**src/rtl/brc_pkg.sv**
```systemverilog
`timescale 1ns/1ps
package brc_pkg;
  typedef enum logic [1:0] {
    ST_IDLE = 2'd0,
    ST_LEAD = 2'd1,
    ST_BEAT = 2'd2
  } brc_state_e;
endpackage

```
**src/rtl/brc_wait_timer.sv**
```systemverilog
`timescale 1ns/1ps
// Down-counter for the wait states of one beat; load wins over decrement.
module brc_wait_timer #(
  parameter int CNTW = 4
) (
  input  logic            clk,
  input  logic            rst_n,
  input  logic            load,
  input  logic [CNTW-1:0] load_val,
  input  logic            dec,
  output logic            zero
);
  logic [CNTW-1:0] cnt_q;

  always_ff @(posedge clk or negedge rst_n) begin
    if (!rst_n)                   cnt_q <= '0;
    else if (load)                cnt_q <= load_val;
    else if (dec && cnt_q != '0)  cnt_q <= cnt_q - CNTW'(1);
  end

  assign zero = (cnt_q == '0);

  // an expired countdown stays expired until the next load
  p_zero_sticky_r4: assert property (@(posedge clk) disable iff (!rst_n)
    zero && !load |=> zero);
endmodule

```
**src/rtl/brc_addr_step.sv**
```systemverilog
`timescale 1ns/1ps
// Holds the device address; steps only the low bits, wrapping inside the line.
module brc_addr_step #(
  parameter int AW       = 24,
  parameter int LOW_BITS = 4
) (
  input  logic          clk,
  input  logic          rst_n,
  input  logic          load,
  input  logic [AW-1:0] load_addr,
  input  logic          step,
  output logic [AW-1:0] addr
);
  logic [AW-LOW_BITS-1:0] hi_q;
  logic [LOW_BITS-1:0]    lo_q;

  always_ff @(posedge clk or negedge rst_n) begin
    if (!rst_n) begin
      hi_q <= '0;
      lo_q <= '0;
    end else if (load) begin
      hi_q <= load_addr[AW-1:LOW_BITS];
      lo_q <= load_addr[LOW_BITS-1:0];
    end else if (step) begin
      lo_q <= lo_q + LOW_BITS'(1);
    end
  end

  assign addr = {hi_q, lo_q};

  // upper bits never move between loads
  p_upper_hold_r5: assert property (@(posedge clk) disable iff (!rst_n)
    !load |=> $stable(addr[AW-1:LOW_BITS]));
endmodule

```
**src/rtl/brc_cs_decode.sv**
```systemverilog
`timescale 1ns/1ps
// Window decode of the chip select, optionally qualified by the read command.
module brc_cs_decode #(
  parameter int                  AW       = 24,
  parameter int                  WIN_BITS = 2,
  parameter logic [WIN_BITS-1:0] WIN_SEL  = '1
) (
  input  logic [AW-1:0] addr,
  input  logic          active,
  input  logic          cmd,
  input  logic          early,
  output logic          cs
);
  logic hit;
  assign hit = (addr[AW-1 -: WIN_BITS] == WIN_SEL);
  assign cs  = hit && active && (early || cmd);
endmodule

```
**src/rtl/burst_rom_rdctl.sv**
```systemverilog
`timescale 1ns/1ps
module burst_rom_rdctl
  import brc_pkg::*;
#(
  parameter int                  AW       = 24,
  parameter int                  WSW      = 3,
  parameter int                  BCW      = 4,
  parameter int                  LOW_BITS = 4,
  parameter int                  WIN_BITS = 2,
  parameter logic [WIN_BITS-1:0] WIN_SEL  = '1
) (
  input  logic           clk,
  input  logic           rst_n,
  input  logic           req_valid,
  output logic           req_ready,
  input  logic [AW-1:0]  req_addr,
  input  logic           req_burst,
  input  logic [BCW-1:0] req_beats,
  input  logic           cfg_early_cs,
  input  logic [WSW-1:0] cfg_wait_first,
  input  logic [WSW-1:0] cfg_wait_next,
  input  logic           cfg_buf_delay,
  input  logic           bus_ready,
  output logic [AW-1:0]  rom_addr,
  output logic           rom_cs,
  output logic           rom_rd,
  output logic           beat_valid,
  output logic           busy
);
  localparam int CNTW = WSW + 1;

  brc_state_e     state_q, state_d;
  logic           early_q, xtra_q;
  logic [WSW-1:0] wnext_q;
  logic [BCW-1:0] left_q;

  logic            accept, beat_done, last_beat, tmr_zero;
  logic            tmr_load, tmr_dec;
  logic [CNTW-1:0] tmr_val;

  assign req_ready = (state_q == ST_IDLE);
  assign busy      = (state_q != ST_IDLE);
  assign accept    = req_valid && req_ready;
  assign rom_rd    = (state_q == ST_BEAT);
  assign last_beat = (left_q == '0);
  assign beat_done = rom_rd && tmr_zero && bus_ready;
  assign beat_valid = beat_done;

  // first count on acceptance, next count when a non-final beat ends
  assign tmr_load = accept || (beat_done && !last_beat);
  assign tmr_val  = accept ? (CNTW'(cfg_wait_first) + CNTW'(cfg_buf_delay))
                           : (CNTW'(wnext_q) + CNTW'(xtra_q));
  // early decode: the countdown already runs in the lead clock
  assign tmr_dec  = rom_rd || ((state_q == ST_LEAD) && early_q);

  always_comb begin
    state_d = state_q;
    unique case (state_q)
      ST_IDLE: if (accept) state_d = ST_LEAD;
      ST_LEAD: state_d = ST_BEAT;
      ST_BEAT: if (beat_done && last_beat) state_d = ST_IDLE;
      default: state_d = ST_IDLE;
    endcase
  end

  always_ff @(posedge clk or negedge rst_n) begin
    if (!rst_n) begin
      state_q <= ST_IDLE;
      early_q <= 1'b0;
      xtra_q  <= 1'b0;
      wnext_q <= '0;
      left_q  <= '0;
    end else begin
      state_q <= state_d;
      if (accept) begin
        early_q <= cfg_early_cs;
        xtra_q  <= cfg_buf_delay;
        wnext_q <= cfg_wait_next;
        left_q  <= req_burst ? req_beats : '0;
      end else if (beat_done && !last_beat) begin
        left_q  <= left_q - BCW'(1);
      end
    end
  end

  brc_wait_timer #(.CNTW(CNTW)) i_timer (
    .clk      (clk),
    .rst_n    (rst_n),
    .load     (tmr_load),
    .load_val (tmr_val),
    .dec      (tmr_dec),
    .zero     (tmr_zero)
  );

  brc_addr_step #(.AW(AW), .LOW_BITS(LOW_BITS)) i_addr (
    .clk       (clk),
    .rst_n     (rst_n),
    .load      (accept),
    .load_addr (req_addr),
    .step      (beat_done && !last_beat),
    .addr      (rom_addr)
  );

  brc_cs_decode #(.AW(AW), .WIN_BITS(WIN_BITS), .WIN_SEL(WIN_SEL)) i_cs (
    .addr   (rom_addr),
    .active (busy),
    .cmd    (rom_rd),
    .early  (early_q),
    .cs     (rom_cs)
  );

  // an accepted request makes the block busy on the next clock
  p_accept_busy_r1: assert property (@(posedge clk) disable iff (!rst_n)
    accept |=> busy);
  // data is flagged only while the command is up and the bus is ready
  p_valid_ready_r6: assert property (@(posedge clk) disable iff (!rst_n)
    beat_valid |-> (rom_rd && bus_ready));
  // after the final beat the bus is released
  p_release_r10: assert property (@(posedge clk) disable iff (!rst_n)
    beat_valid && last_beat |=> (!rom_cs && !rom_rd && !busy));
  // in qualified mode the chip select never leads the read command
  p_qual_cs_r2: assert property (@(posedge clk) disable iff (!rst_n)
    rom_cs && !early_q |-> rom_rd);
endmodule

```
**config.mk**
```make
export PLATFORM = sky130hd
export DESIGN_NAME = burst_rom_rdctl
export DESIGN_NICKNAME = d
export VERILOG_FILES = /design/src/rtl/brc_pkg.sv /design/src/rtl/brc_wait_timer.sv /design/src/rtl/brc_addr_step.sv /design/src/rtl/brc_cs_decode.sv /design/src/rtl/burst_rom_rdctl.sv
export SDC_FILE = /design/constraint.sdc
export NUM_CORES = 1
export LEC_CHECK = 0
export ABC_AREA = 1
export BUFFER_PORTS_ARGS = -buffer_cell sky130_fd_sc_hd__buf_2
export CORE_ASPECT_RATIO = 0.8
export CORE_MARGIN = 4
export CORE_UTILIZATION = 45
export DETAILED_ROUTE_END_ITERATION = 6
export PLACE_DENSITY = 0.76
export SKIP_CTS_REPAIR_TIMING = 1
export SLEW_MARGIN = 20
export SYNTH_ARGS = -nofsm -noshare
export SYNTH_HDL_FRONTEND = slang
export SYNTH_HIERARCHICAL = 1
export SYNTH_SLANG_ARGS = --single-unit
```
**constraint.sdc**
```tcl
create_clock -name clk -period 1.39 [get_ports clk]
set_input_delay 0.0695 -clock clk [delete_from_list [all_inputs] [get_ports clk]]
set_output_delay 0.0695 -clock clk [all_outputs]
set_load 0.01 [all_outputs]
```
Word-level counts from Yosys, hierarchy flattened
Cells that the tools add are included.

storage, ports and cells
  bits in registers = 39
  input bits = 41
  output and inout port bits = 29
  logic and storage cells = 50

cells by class
  add/sub/neg operators = 5
  equal/unequal tests = 5
  mux-type cells = 11
  reduce and logical (&&, ||, !) cells = 21

operator list
  operator               number
  $mux W4                8
  $logic_and A1 B1 Y1    9
  $add A3 B1 Y4          2
  $logic_not A4 Y1       2
  $sub A4 B1 Y4 const B  2
  $pmux W2 S3            1
  $reduce_bool A2 Y1     3
  $add A4 B1 Y4 const B  1
  $eq A2 B2 Y1 const B   2
  $mux W2                2
  $ne A2 B1 Y1 const B   2
  $reduce_bool A4 Y1     1
  $logic_or A1 B1 Y1     3
  $eq A2 B1 Y1 const B   1
  $logic_not A2 Y1       1
  $reduce_and A2 Y1      1
  $logic_not A1 Y1       1

Longest topological paths before layout
  depth in word-level cells = 6
  gate-level depth with buffers = 13
  depth with buffers taken out = 13

Hierarchy
Netlist, hierarchy kept.

by module, submodules not included
  module           instances  cells each  area an instance (um2)  sequential area each (um2)
  brc_addr_step    1          112         1011.0                  600.6
  burst_rom_rdctl  1          102         748.2                   275.3
  brc_wait_timer   1          46          295.3                   100.1
  brc_cs_decode    1          3           12.5                    0.0

Worst setup path before layout
OpenSTA, ideal clock, no wires.

  kind = register -> register
  start = register i_timer.cnt_q[0]
  end = register i_addr.lo_q[3]
  setup time = 121 ps
  data arrival time = 1486 ps
  required time = 1269 ps
  slack = -217 ps
  cell stages (with the launch flop) = 12
  path buffers = 0
  clock period less this slack = 1607 ps
  cells stage by stage = dfrtp_1 -> inv_1 -> ha_1 -> nand2_2 -> inv_1 -> nand2_1 -> nor2_4 -> nand2_4 -> inv_1 -> nor2_4 -> a22oi_1 -> nand2_1

between the ends
  cells in the longest elaborated chain, start to end = 5

ends and longest elaborated chain
  element                            line                    source
  start: declaration                 brc_wait_timer.sv:13    logic [CNTW-1:0] cnt_q;
  start signal: assignment           brc_wait_timer.sv:17    else if (load) cnt_q <= load_val;
  start signal: assignment           brc_wait_timer.sv:18    else if (dec && cnt_q != '0) cnt_q <= cnt_q - CNTW'(1);
  $logic_not A4 Y1                   brc_wait_timer.sv:21    assign zero = (cnt_q == '0);
  net tmr_zero                       burst_rom_rdctl.sv:37   logic accept, beat_done, last_beat, tmr_zero;
  $logic_and A1 B1 Y1 (2 in series)  burst_rom_rdctl.sv:46   assign beat_done = rom_rd && tmr_zero && bus_ready;
  net beat_valid                     burst_rom_rdctl.sv:27   output logic beat_valid,
  $logic_and A1 B1 Y1                burst_rom_rdctl.sv:100  .step (beat_done && !last_beat),
  $reduce_bool A2 Y1 (no line)       -
  end signal: assignment             brc_addr_step.sv:23     lo_q <= load_addr[LOW_BITS-1:0];
  end signal: assignment             brc_addr_step.sv:25     lo_q <= lo_q + LOW_BITS'(1);
  end: declaration                   brc_addr_step.sv:15     logic [LOW_BITS-1:0] lo_q;

The timed path passes the listed nets, and every way through them passes these cells.
A chain may end at the register's enable or synchronous reset.

Worst setup path after layout
  start = register i_timer.cnt_q[0]
  end = register left_q[2]

between the ends
  cells in the longest elaborated chain, start to end = 5

ends and longest elaborated chain
  element                            line                   source
  $logic_not A4 Y1                   brc_wait_timer.sv:21
  net tmr_zero                       burst_rom_rdctl.sv:37
  $logic_and A1 B1 Y1 (2 in series)  burst_rom_rdctl.sv:46
  $logic_and A1 B1 Y1                burst_rom_rdctl.sv:80  end else if (beat_done && !last_beat) begin
  $reduce_bool A2 Y1 (no line)       -
  end signal: assignment             burst_rom_rdctl.sv:79  left_q <= req_burst ? req_beats : '0;
  end signal: assignment             burst_rom_rdctl.sv:81  left_q <= left_q - BCW'(1);
  end: declaration                   burst_rom_rdctl.sv:35  logic [BCW-1:0] left_q;

The timed path passes the listed nets, and every way through them passes these cells.

==> impl_metrics.yaml <==
outcome:
  result_of_the_run: "finished, violations left"
  violations: "negative hold slack, negative setup slack"
power:
  seqPwrFrac_pct: 31.4
  vdd_drop_max_uv: 1390
  clock_power_share_pct: 14.3
  powerDensity_nw_per_um2: 2120
  design_power_total_mw: 6.54
  internal_power_mw: 3.81
  power_leakage_nw: 1.76
  pwr-share-comb_pct: 54.3
  net_switching_power_mw: 2.73
  switching_fraction_of_total_power_pct: 41.7
global_route:
  grt_residual_overflow: 0
  antenna_found_initial: 0
  globalRouteTotalUtil_pct: 17.3
  grt_pass1_vias: 1791
  grt_max_degree: 25
  grt_pass1_wl_microns: 7870
synthesis:
  postSynthNetCount: 311
  ys.warnings.count: 6
  synth.lib_cells_used.distinct: 28
  synth_sequential_area_ratio_pct: 47.2
  synthesis.instances: 263
  synth.cell_area_sq_um: 2070
  synth_top_cell_by_area: "dfrtp_1"
  synth.area.top_cells: "dfrtp_1 47%, nand2_1 25%, ha_1 4.2%"
  synth.ff_latch_count: 39
  synth_area_per_cell_sq_um: 7.86
  synth.top_cell.area_share_pct: 47.2
critical_path:
  crit_path_top_delay_cell: "dfrtp_1"
  worst_setup_path_end_kind: "flip-flop"
  worst-path-buf-inv: 4
  cpPeakStageDelay_ns: 0.40
  timing.critical_path.arrival_ns: 1.72
  critical_path.max_fanout: 5
  crit_chain: "inv_2 > ha_4 > nand2_4 > inv_2 > nand2_2 > nor2_4 > nand2_4 > buf_4 > buf_4 > nand3_1 > nand2_1"
  critPathRequiredTime_ns: 1.57
  setup.worst_path.start_class: "flip-flop"
  cpLargestDelayFamily: "simple AND/OR/NAND/NOR gates"
  setup.worst_path.class: "reg -> reg"
route:
  route.vias.total: 2100
  post_drt_wl_per_cell_microns: 12.1
  routed_via_density: 4.75
  wl_microns: 5360
  drc: 0
  detail-route-antenna-nets: 0
  dr.pass1.iters: 4
  drt_iter0_markers: 88
final_layout:
  flow.area_growth_from_synthesis_pct: 48.9
  fin_area_sq_um: 3080
  final-seq-area_sq_um: 976
  antenna-diode-count: 0
  final_net_count: 432
  drive_above_1_share_pct: 38.2
  final.fill_count: 341
  finalNonFillerCells: 442
  multiInputGateArea_sq_um: 1010
sta:
  fin_hold_ws_ns: -0.0199
  fmax_mhz: 651
  layout_setup_ws_ns: -0.147
  final.min_clock_period_ns: 1.54
  max_slew_margin_vs_limit_pct: 72.9
  report.final.hold_viol_count: 5
  slew_violations: 0
  setup_viol: 13
  worstMarginPinSlew_ns: 0.407
  finalCritPeriodShare_pct: 111
  timing.clock.skew_ns: 0.00245
  rsz0062_at_grt: "yes"
floorplanning:
  die-height_microns: 68.6
  io_pins: 70
  dieWidth_microns: 83.8
  rows: 21
  initial_utilization_pct: 48.0
  floorplan.die_area_sq_um: 5750
  core_sq_um: 4310
cts:
  cts-root-to-sink-buffers: 2
  cts_htree_levels: 2
  clkLatencyLatePin_ns: 0.29
  cts_made_buffers: 5
  tritoncts_clock_tree: "done"
  clk_transition_reported_paths_ns: 0.08
  clock-root-buffer: "clkbuf_8"
  number_of_clock_sinks_seen_by_cts: 39
worst_hold_path:
  hp-class: "in -> reg"
flow_run:
  max_cap_violations: 0
place:
  detailedPlace.worstSlack_ns: -0.0678
  dpl.hpwl_microns: 3690
  globalplace.congestion: 0.853
  placement.io_buffers: 69
  place.detailed.instances: 400
  dpl_cell_area_sq_um: 2620
-- worst reg2reg max path: stages (launching register included) --
cell and delay (ns):
dfrtp_1 0.40, inv_2 0.09, ha_4 0.15, nand2_4 0.05
inv_2 0.06, nand2_2 0.06, nor2_4 0.11, nand2_4 0.11
buf_4 0.15, buf_4 0.12, nand3_1 0.07, nand2_1 0.05
-- cells by family (layout without fill, tap and decap cells) --
family | count (synthesis) | after routing | synth area share [%]
xor+xnor | 3 | 3 | 1.27
simple gates | 174 | 175 | 36.7
buf+inv | 29 | 150 | 7.26
flops | 39 | 39 | 47.2
fa+ha+maj | 7 | 7 | 4.24
compound gates | 11 | 11 | 3.27
-- layout make-up --
class	instances	area share, %
tap	57	2.32
sequential	39	31.7
multi-input combinational	196	33.0
clock buffer	5	2.24
inverter	22	3.05
clock inverter	3	1.42
timing repair buffer	120	26.3
-- path summary, 6_finish.rpt --
path | startpoint | endpoint | slack [ns] | cells after the start
max | i_timer/cnt_q[0] | left_q[2] | -0.15 | 11
min | req_addr[9] | i_addr/hi_q[5] | -0.02 | 3
max reg2reg | i_timer/cnt_q[0] | left_q[2] | -0.15 | 11
min reg2reg | i_addr/hi_q[0] | i_addr/hi_q[0] | 0.47 | 2
max in group asynchronous | rst_n | i_addr/hi_q[6] | 0.69 | 3
min in group asynchronous | rst_n | wnext_q[1] | 0.24 | 2
-- power groups by stage --
| stage | Combinational (mW) | Clock, mW | Sequential [mW] |
|---|---|---|---|
| finish | 3.55 | 0.935 | 2.05 |
| global route | 3.96 | 1.02 | 2.13 |
| CTS | 3.07 | 0.965 | 2.04 |
| detailed placement | 3.06 | 0 | 2.06 |
| global placement | 2.97 | 0 | 2.03 |
| floorplan | 1.84 | 0 | 2.19 |
-- per-stage QoR --
stage | setup TNS, ns | utilization, % | hold slack, ns
floorplan | -0.286 | - | -0.226
global placement | -0.0236 | 60.7 | 0.0152
detailed placement | -0.612 | 60.7 | 0.0162
CTS | -1.05 | 63.3 | -0.300
global route | -3.02 | 71.4 | 0.000186
finish | -1.47 | 71.4 | -0.0199
-- registers in the layout, indices dropped and copies added (netlist names) --
register / flops
i_addr/hi_q: 20
i_addr/lo_q: 4
i_timer/cnt_q: 4
left_q: 4
wnext_q: 3
state_q: 2
early_q: 1
xtra_q: 1
-- cells in the final DEF, fill, tap and decap left out, drive strengths merged --
cell | Yosys | layout
o211ai | 1 | 1
xnor2 | 2 | 2
inv | 21 | 21
bufinv | 0 | 1
o22ai | 1 | 1
nand3 | 15 | 15
nand2 | 143 | 144
ha | 7 | 7
clkinv | 1 | 3
xor2 | 1 | 1
o21ai | 7 | 7
nor2 | 13 | 13
nand3b | 2 | 2
nand4 | 1 | 1
clkbuf | 0 | 5
buf | 7 | 99
a22oi | 1 | 1
a21boi | 1 | 1
dfrtp | 39 | 39
dlygate4sd3 | 0 | 21
-- per-layer routing --
layer / global-route usage, % / share of wire [%] / wire [microns] / vias to the layer above
met5: 0 / 0 / 0 / -
met4: 7.63 / 2.1 / 110 / 0
met3: 4.63 / 5.2 / 280 / 12
met2: 30.1 / 50 / 2660 / 58
met1: 20.8 / 43 / 2310 / 982
li1: - / - / - / 1048
-- synth_stat cells --
library cell	number
inv_4	1
nand3_1	14
nor2_4	3
nor2_1	8
xnor2_1	2
nand2_2	3
nand2_1	135
inv_2	3
inv_1	17
o22ai_1	1
o21ai_0	4
xor2_1	1
nand2_4	5
buf_4	2
buf_6	4
dfrtp_1	39
o21ai_2	1
a22oi_1	1
nand4_1	1
o211ai_1	1
nand3_2	1
clkinv_1	1
ha_1	7
a21boi_1	1
nor2_2	2
buf_2	1
nand3b_1	2
o21ai_1	2
Power figures use the tool's default switching activity.
